`config.mk`:
```
export PLATFORM = sky130hd
export DESIGN_NAME = fs_dual_fetch
export DESIGN_NICKNAME = d
export VERILOG_FILES = /design/src/rtl/fs_pkg.sv /design/src/rtl/fs_pc_gen.sv /design/src/rtl/fs_redir_filter.sv /design/src/rtl/fs_slot_check.sv /design/src/rtl/fs_issue_reg.sv /design/src/rtl/fs_dual_fetch.sv
export SDC_FILE = /design/constraint.sdc
export NUM_CORES = 1
export LEC_CHECK = 0
export ABC_AREA = 1
export ABC_CLOCK_PERIOD_IN_PS = 2900
export BUFFER_PORTS_ARGS = -buffer_cell sky130_fd_sc_hd__buf_2
export CAP_MARGIN = 0
export CORE_ASPECT_RATIO = 1.75
export CORE_UTILIZATION = 55
export CTS_CLUSTER_SIZE = 40
export DETAILED_ROUTE_END_ITERATION = 12
export PLACE_DENSITY = 0.87
export SLEW_MARGIN = 0
export SYNTH_ARGS = -nofsm -noshare
export SYNTH_HDL_FRONTEND = slang
export SYNTH_HIERARCHICAL = 1
export SYNTH_SLANG_ARGS = --single-unit
```
`constraint.sdc`:
```
create_clock -name clk -period 2.9 [get_ports clk]
set_clock_uncertainty 0.1 [all_clocks]
set_input_delay 0 -clock clk [delete_from_list [all_inputs] [get_ports clk]]
set_output_delay 0 -clock clk [all_outputs]
set_load 0.05 [all_outputs]
```
`src/rtl/fs_pkg.sv`:
```
package fs_pkg;
  localparam int unsigned INSTR_W    = 32;
  localparam int unsigned SLOTS      = 2;
  localparam int unsigned PKT_W      = INSTR_W * SLOTS;
  localparam int unsigned PKT_BYTES  = PKT_W / 8;
  localparam int unsigned ALIGN_BITS = $clog2(PKT_BYTES);

  typedef logic [INSTR_W-1:0] instr_t;

  localparam instr_t NOP_WORD = '0;

  typedef enum logic {
    LANE_ALU = 1'b0,
    LANE_MEM = 1'b1
  } lane_e;

  // The top opcode bit separates memory-access opcodes from ALU/branch ones
  function automatic logic is_mem_op(input instr_t w);
    return w[INSTR_W-1];
  endfunction

  function automatic logic is_nop(input instr_t w);
    return w == NOP_WORD;
  endfunction
endpackage

```
`src/rtl/fs_pc_gen.sv`:
```
module fs_pc_gen #(
  parameter int unsigned    AW       = 32,
  parameter logic [AW-1:0]  RESET_PC = '0
) (
  input  logic          clk,
  input  logic          rst_n,
  input  logic          advance,
  input  logic          take,
  input  logic [AW-1:0] target,
  output logic [AW-1:0] pc
);
  localparam logic [AW-1:0] STEP = AW'(fs_pkg::PKT_BYTES);
  localparam int unsigned   AB   = fs_pkg::ALIGN_BITS;

  always_ff @(posedge clk or negedge rst_n) begin
    if (!rst_n) begin
      pc <= RESET_PC;
    end else if (advance) begin
      pc <= take ? target : pc + STEP;
    end
  end

  a_r2_pc_aligned: assert property (@(posedge clk) disable iff (!rst_n)
    pc[AB-1:0] == '0);

  a_r2_pc_step: assert property (@(posedge clk) disable iff (!rst_n)
    (advance && !take) |=> pc == $past(pc) + STEP);

  a_r7_pc_jump: assert property (@(posedge clk) disable iff (!rst_n)
    (advance && take) |=> pc == $past(target));

  a_r9_pc_frozen: assert property (@(posedge clk) disable iff (!rst_n)
    !advance |=> $stable(pc));
endmodule

```
`src/rtl/fs_redir_filter.sv`:
```
module fs_redir_filter #(
  parameter int unsigned AW = 32
) (
  input  logic          advance,
  input  logic          redir_valid,
  input  logic [AW-1:0] redir_target,
  output logic          take,
  output logic          misalign
);
  localparam int unsigned AB = fs_pkg::ALIGN_BITS;

  logic aligned;
  logic request;

  assign aligned  = redir_target[AB-1:0] == '0;
  assign request  = advance && redir_valid;
  assign take     = request && aligned;
  assign misalign = request && !aligned;
endmodule

```
`src/rtl/fs_slot_check.sv`:
```
module fs_slot_check
  import fs_pkg::*;
#(
  parameter lane_e LANE = LANE_ALU
) (
  input  instr_t raw,
  output instr_t steered,
  output logic   bad
);
  generate
    if (LANE == LANE_ALU) begin : g_alu
      assign bad = is_mem_op(raw);
    end else begin : g_mem
      assign bad = !is_nop(raw) && !is_mem_op(raw);
    end
  endgenerate

  assign steered = bad ? NOP_WORD : raw;
endmodule

```
`src/rtl/fs_issue_reg.sv`:
```
module fs_issue_reg
  import fs_pkg::*;
#(
  parameter int unsigned AW = 32
) (
  input  logic          clk,
  input  logic          rst_n,
  input  logic          advance,
  input  logic          squash,
  input  logic [AW-1:0] pc_in,
  input  instr_t        alu_in,
  input  instr_t        mem_in,
  input  logic          alu_bad_in,
  input  logic          mem_bad_in,
  input  logic          misalign_in,
  output logic          valid,
  output logic [AW-1:0] pc_out,
  output instr_t        alu_out,
  output instr_t        mem_out,
  output logic          alu_bad,
  output logic          mem_bad,
  output logic          misalign
);
  always_ff @(posedge clk or negedge rst_n) begin
    if (!rst_n) begin
      valid    <= 1'b0;
      pc_out   <= '0;
      alu_out  <= NOP_WORD;
      mem_out  <= NOP_WORD;
      alu_bad  <= 1'b0;
      mem_bad  <= 1'b0;
      misalign <= 1'b0;
    end else begin
      misalign <= misalign_in;
      if (advance) begin
        valid  <= 1'b1;
        pc_out <= pc_in;
        if (squash) begin
          alu_out <= NOP_WORD;
          mem_out <= NOP_WORD;
          alu_bad <= 1'b0;
          mem_bad <= 1'b0;
        end else begin
          alu_out <= alu_in;
          mem_out <= mem_in;
          alu_bad <= alu_bad_in;
          mem_bad <= mem_bad_in;
        end
      end
    end
  end

  a_r9_hold_outputs: assert property (@(posedge clk) disable iff (!rst_n)
    !advance |=> ($stable(alu_out) && $stable(mem_out) && $stable(pc_out)
                  && $stable(valid) && $stable(alu_bad) && $stable(mem_bad)));

  a_r10_valid_sticky: assert property (@(posedge clk) disable iff (!rst_n)
    valid |=> valid);

  a_r7_squash_nops: assert property (@(posedge clk) disable iff (!rst_n)
    (advance && squash) |=> (alu_out == NOP_WORD && mem_out == NOP_WORD
                             && !alu_bad && !mem_bad));
endmodule

```
`src/rtl/fs_dual_fetch.sv`:
```
module fs_dual_fetch
  import fs_pkg::*;
#(
  parameter int unsigned   AW       = 32,
  parameter logic [AW-1:0] RESET_PC = '0
) (
  input  logic             clk,
  input  logic             rst_n,
  output logic [AW-1:0]    imem_addr,
  input  logic [PKT_W-1:0] imem_rdata,
  input  logic             redir_valid,
  input  logic [AW-1:0]    redir_target,
  output logic             issue_valid,
  input  logic             issue_ready,
  output logic [AW-1:0]    issue_pc,
  output logic [31:0]      alu_instr,
  output logic [31:0]      mem_instr,
  output logic             alu_bad,
  output logic             mem_bad,
  output logic             redir_misalign
);
  logic    advance;
  logic    take;
  logic    misalign_now;
  logic [AW-1:0] pc;
  instr_t  steered [SLOTS];
  logic    bad     [SLOTS];

  assign advance   = issue_ready;
  assign imem_addr = pc;

  fs_redir_filter #(.AW(AW)) u_redir (
    .advance      (advance),
    .redir_valid  (redir_valid),
    .redir_target (redir_target),
    .take         (take),
    .misalign     (misalign_now)
  );

  fs_pc_gen #(.AW(AW), .RESET_PC(RESET_PC)) u_pc (
    .clk     (clk),
    .rst_n   (rst_n),
    .advance (advance),
    .take    (take),
    .target  (redir_target),
    .pc      (pc)
  );

  // Fixed position-to-lane mapping: slot 0 (lower address) feeds ALU/branch
  for (genvar g = 0; g < SLOTS; g++) begin : g_slot
    fs_slot_check #(.LANE(g == 0 ? LANE_ALU : LANE_MEM)) u_chk (
      .raw     (imem_rdata[g*INSTR_W +: INSTR_W]),
      .steered (steered[g]),
      .bad     (bad[g])
    );
  end

  fs_issue_reg #(.AW(AW)) u_issue (
    .clk         (clk),
    .rst_n       (rst_n),
    .advance     (advance),
    .squash      (take),
    .pc_in       (pc),
    .alu_in      (steered[0]),
    .mem_in      (steered[1]),
    .alu_bad_in  (bad[0]),
    .mem_bad_in  (bad[1]),
    .misalign_in (misalign_now),
    .valid       (issue_valid),
    .pc_out      (issue_pc),
    .alu_out     (alu_instr),
    .mem_out     (mem_instr),
    .alu_bad     (alu_bad),
    .mem_bad     (mem_bad),
    .misalign    (redir_misalign)
  );

  a_r8_refused_target: assert property (@(posedge clk) disable iff (!rst_n)
    (issue_ready && redir_valid && redir_target[ALIGN_BITS-1:0] != '0)
      |=> (redir_misalign && imem_addr == $past(imem_addr) + AW'(PKT_BYTES)));

  a_r3_issue_addr: assert property (@(posedge clk) disable iff (!rst_n)
    issue_ready |=> issue_pc == $past(imem_addr));

  a_r5_alu_lane_class: assert property (@(posedge clk) disable iff (!rst_n)
    issue_valid |-> !is_mem_op(alu_instr));

  a_r5_mem_lane_class: assert property (@(posedge clk) disable iff (!rst_n)
    (issue_valid && !is_nop(mem_instr)) |-> is_mem_op(mem_instr));

  a_r6_both_lanes_issue: assert property (@(posedge clk) disable iff (!rst_n)
    issue_ready |=> issue_valid);
endmodule

```
# Word-level counts from Yosys, hierarchy flattened
# Cells that the tools add are included.
# W data, S select, Z words.
# op_classes
addsub,1
n_mux,7
reduce_logical,9
# ops
op,count
$mux W32,3
$mux W31,2
$add A32 B4 Y32 const B,1
$logic_not A32 Y1,1
$logic_and A1 B1 Y1,4
$logic_not A1 Y1,3
$logic_not A3 Y1,1
$mux W1,2
# totals
regBits,132
out_inout_bits,132
in_bits,100

# Longest topological paths before layout
# logic_depth
depth_word,5
ltp_mapped,10
ltp_nobuf,10

# Cells and area by module
# Netlist, hierarchy kept.
# by_module_without_submodules
mod,cells_per_inst,area_each_um2,seq_area_each_um2,n_inst
fs_issue_reg,425,3870.0,2502.4,1
fs_pc_gen,353,2247.2,800.8,1
fs_slot_check (g_slot[1].u_chk),98,489.2,0.0,1
fs_slot_check (g_slot[0].u_chk),68,285.3,0.0,1
fs_redir_filter,6,26.3,0.0,1

# Worst setup path after synthesis
# No wires, ideal clock.
# synth_timing
kind,register to register
start,register u_pc.pc[3]
end,register u_pc.pc[29]
stages_incl_launch_ff,11
arrival_time_ns,1.714
path_buffers,0
slack_ns,0.968
setup_time_ns,0.118
synth_period_minus_slack_ns,1.932
required_time_ns,2.682
path_cell_list,dfrtp_1 > ha_1 > nand2_2 > nor2_8 > nand2_4 > nor2_4 > nand2_1 > nand2_1 > nand3_1 > nand2_1 > nand2_1
# synth_via
elab_chain_len,2
# synth_lines
element,line,rtl
start: declaration,fs_pc_gen.sv:10,output logic [AW-1:0] pc
start signal: assignment,fs_pc_gen.sv:19,pc <= take ? target : pc + STEP;
$add A32 B4 Y32,fs_pc_gen.sv:19,
$mux W32,fs_pc_gen.sv:19,
# No other way between the ends.
# A chain may end at the register's enable or synchronous reset.

# Worst setup path in the final report
# layout_timing
start,input redir_target[1]
end,register u_pc.pc[2]
# layout_via
elab_chain_len,3
# layout_lines
element,line,rtl
start: declaration,fs_dual_fetch.sv:12,"input logic [AW-1:0] redir_target,"
$logic_not A3 Y1,fs_redir_filter.sv:15,assign aligned = redir_target[AB-1:0] == '0;
$logic_and A1 B1 Y1,fs_redir_filter.sv:17,assign take = request && aligned;
via take,fs_dual_fetch.sv:23,logic take;
$mux W32,fs_pc_gen.sv:19,
# The timed path passes the listed nets, and every way through them passes these cells.

==> run metrics <==
run status complete, but fails checks; failing checks negative hold slack; Post-Synthesis Cells 950; crit-path cells dlygate4sd3_1 > buf_2 > nor2_2 > nand2_1 > nor2_1 > nand2_1 > inv_1 > nand2_1 > nand2_1 > dlygate4sd3_1; gpl congestion 1.08; syn nets 1051; Worst-path clk slew 0.06 ns; Yosys Warn Count 6; first-pass GRT wire length 38.7 mm; Inst Count DP 1307; met3 WL 2.23 mm; total wire length 24.8 mm; CTS Buffer Depth 2; CP arrival 2.78 ns; CP most frequent cell nand2_1; final core utilization 79.8%; Placement Cell Area 0.00806 sq mm; # Post-CTS Setup Buffers 0; worst-skew pair later-pin latency 0.41 ns; Hold WS -0.00144 ns; DR DRC count 0; initial antenna violation count 4; Largest delay share family, worst path buffers and inverters; Slew Limit Fails 0; Tcrit/Tclk final 87.1%; H-tree depth 4; Slew Limit Headroom 24.6%; most common cell after layout, fill and taps aside nand2_1; die width 86.8 microns; final hold violation count 1; Final nets 1363; total CTS buffers 17; Seq/Total Area, Yosys 47.7%; FF+latch count, synth 132; fraction of layout cells with a size suffix above 1 25.5%; # resized after CTS 0; Starting Density 57.0%; Core Region 0.0121 sq mm; final setup violation count 0; # port buffers 231; largest net degree at the start of global routing 99; Critical Path Start Type input pin; Congestion Overflow GR 0; RSZ-0062 raised after global routing no; Synth area leader dfrtp_1; vias in the first global route 7761; Setup Crit Path Kind input pin to register; most frequent cells in the layout nand2_1 (377), buf_2 (229), dfrtp_1 (132); Worst VDD drop 590 uV; First-pass DRT Iterations 6; clk root buf clkbuf_16; area delta synth->final 40.0%; maximum net fanout on the critical path 21; setup_tns 0 ns; DR iter-0 viols 721; worst slew pin tran 1.13 ns; dpl hpwl 13.7 mm; vias 7914; Die Area 0.0130 sq mm; DR vias/cell 5.49; CTS sink cnt 132; M1 WL 8.15 mm; Mean Syn Cell Area 7.28 sq um; Fmax 396 MHz; Syn Std Cell Area 0.00692 sq mm; leak pwr 5.42 nW; fin crit period 2.53 ns; max incr delay on CP 0.63 ns; WP data required 3.15 ns; antenna viol nets, final 0; met2 WL 12.3 mm; CTS tree yes; CTS Hold Bufs 101; highest routed metal layer met5; GRT Util Overall 39.6%; Synth area leaders dfrtp_1 (48%), nand2_1 (20%), nand3_1 (7.2%), nor2_1 (5.6%), inv_1 (5.0%); CP endpoint kind register; Worst Path Buf+Inv 4; area share of the largest cell type after synthesis 47.7%; slowest CP cell inv_1; Power Density 691 mW/mm^2; maxcap violations 0; worst min-delay path class input pin to async pin; routed len/inst 17.2 microns; Die Y 150 microns; IO Count 232; fin cells 1442; synth unique cells 33; FP Rows 53; Design Area, Final 0.00968 sq mm
cells in the mapped netlist (all sizes together):
library cell / number
a211oi: 1
a21o: 1
a21oi: 5
a22oi: 1
and2: 1
buf: 39
clkbuf: 6
conb: 1
dfrtp: 132
dlygate4sd3: 1
ha: 1
inv: 97
nand2: 383
nand3: 99
nand4: 1
nor2: 146
nor3: 2
o211ai: 6
o21ai: 16
o21bai: 4
o221ai: 1
o22ai: 1
or2: 1
xor2: 4
sequential cells by signal (all words and copies together), names as in the netlist:
name	count
u_issue/alu_bad	1
u_issue/mem_bad	1
u_pc/pc	32
u_issue/alu_out	32
u_issue/pc_out	32
u_issue/valid	1
u_issue/misalign	1
u_issue/mem_out	32
where the power goes:
group	total, mW	internal, mW	switching [mW]	leakage, nW
clock	2.20	1.40	0.801	0.296
combinational	2.10	0.531	1.57	3.41
sequential	2.39	2.11	0.285	1.71
total	6.69	4.03	2.66	5.42
final timing paths:
kind,start,end,slack (ns),depth (start not counted)
max,redir_target[1],u_pc/pc[2]$_DFFE_PN0P_,0.37,10
min,rst_n,u_issue/pc_out[11]$_DFFE_PN0P_,-0.001,2
min reg2reg,u_issue/pc_out[4]$_DFFE_PN0P_,u_issue/pc_out[4]$_DFFE_PN0P_,0.36,2
min in group clk,imem_rdata[31],u_issue/alu_out[29]$_DFFE_PN0P_,0.13,4
max in group asynchronous,rst_n,u_issue/mem_bad$_DFFE_PN0P_,1.97,3
max reg2reg,u_pc/pc[3]$_DFFE_PN0P_,u_pc/pc[25]$_DFFE_PN0P_,0.98,10
metal layers:
| metal | vias to the layer above | GRT usage, % |
|---|---|---|
| li1 | 3526 | - |
| met1 | 3541 | 41.0 |
| met2 | 645 | 63.7 |
| met3 | 198 | 13.7 |
| met4 | 4 | 32.6 |
| met5 | - | 2.89 |
kinds of logic (layout without fill, tap and decap cells):
kind of cell	count (synthesis)	count (layout)	synth area share [%]
AOI/OAI and AO/OA	36	36	3.15
xor gates and xnor gates	4	4	0.506
adders and majority gates	1	1	0.181
buffers and inverters	143	468	9.60
DFF	132	132	47.7
other	1	3	0.0542
and+or+nand+nor	633	633	38.8
through the flow:
step	power, mW	setup WS (ns)	hold slack [ns]
final	6.69	0.375	-0.00144
after global routing	6.96	0.308	0.0299
after CTS	6.65	0.568	0.0187
after detailed placement	4.34	1.04	-0.113
after global placement	4.31	1.07	-0.122
after floorplan	3.78	0.968	-0.396
final cells by class:
class | count | area [sq um]
Clock buffer | 20 | 457
Timing Repair Buffer | 339 | 2240
Sequential cell | 132 | 3300
Fill cell | 734 | 2450
Clock inverter | 12 | 155
Antenna cell | 2 | 5.00
Multi-Input combinational cell | 675 | 2950
Inverter | 97 | 367
Tap cell | 165 | 206
(Power assumes the default switching activity.)
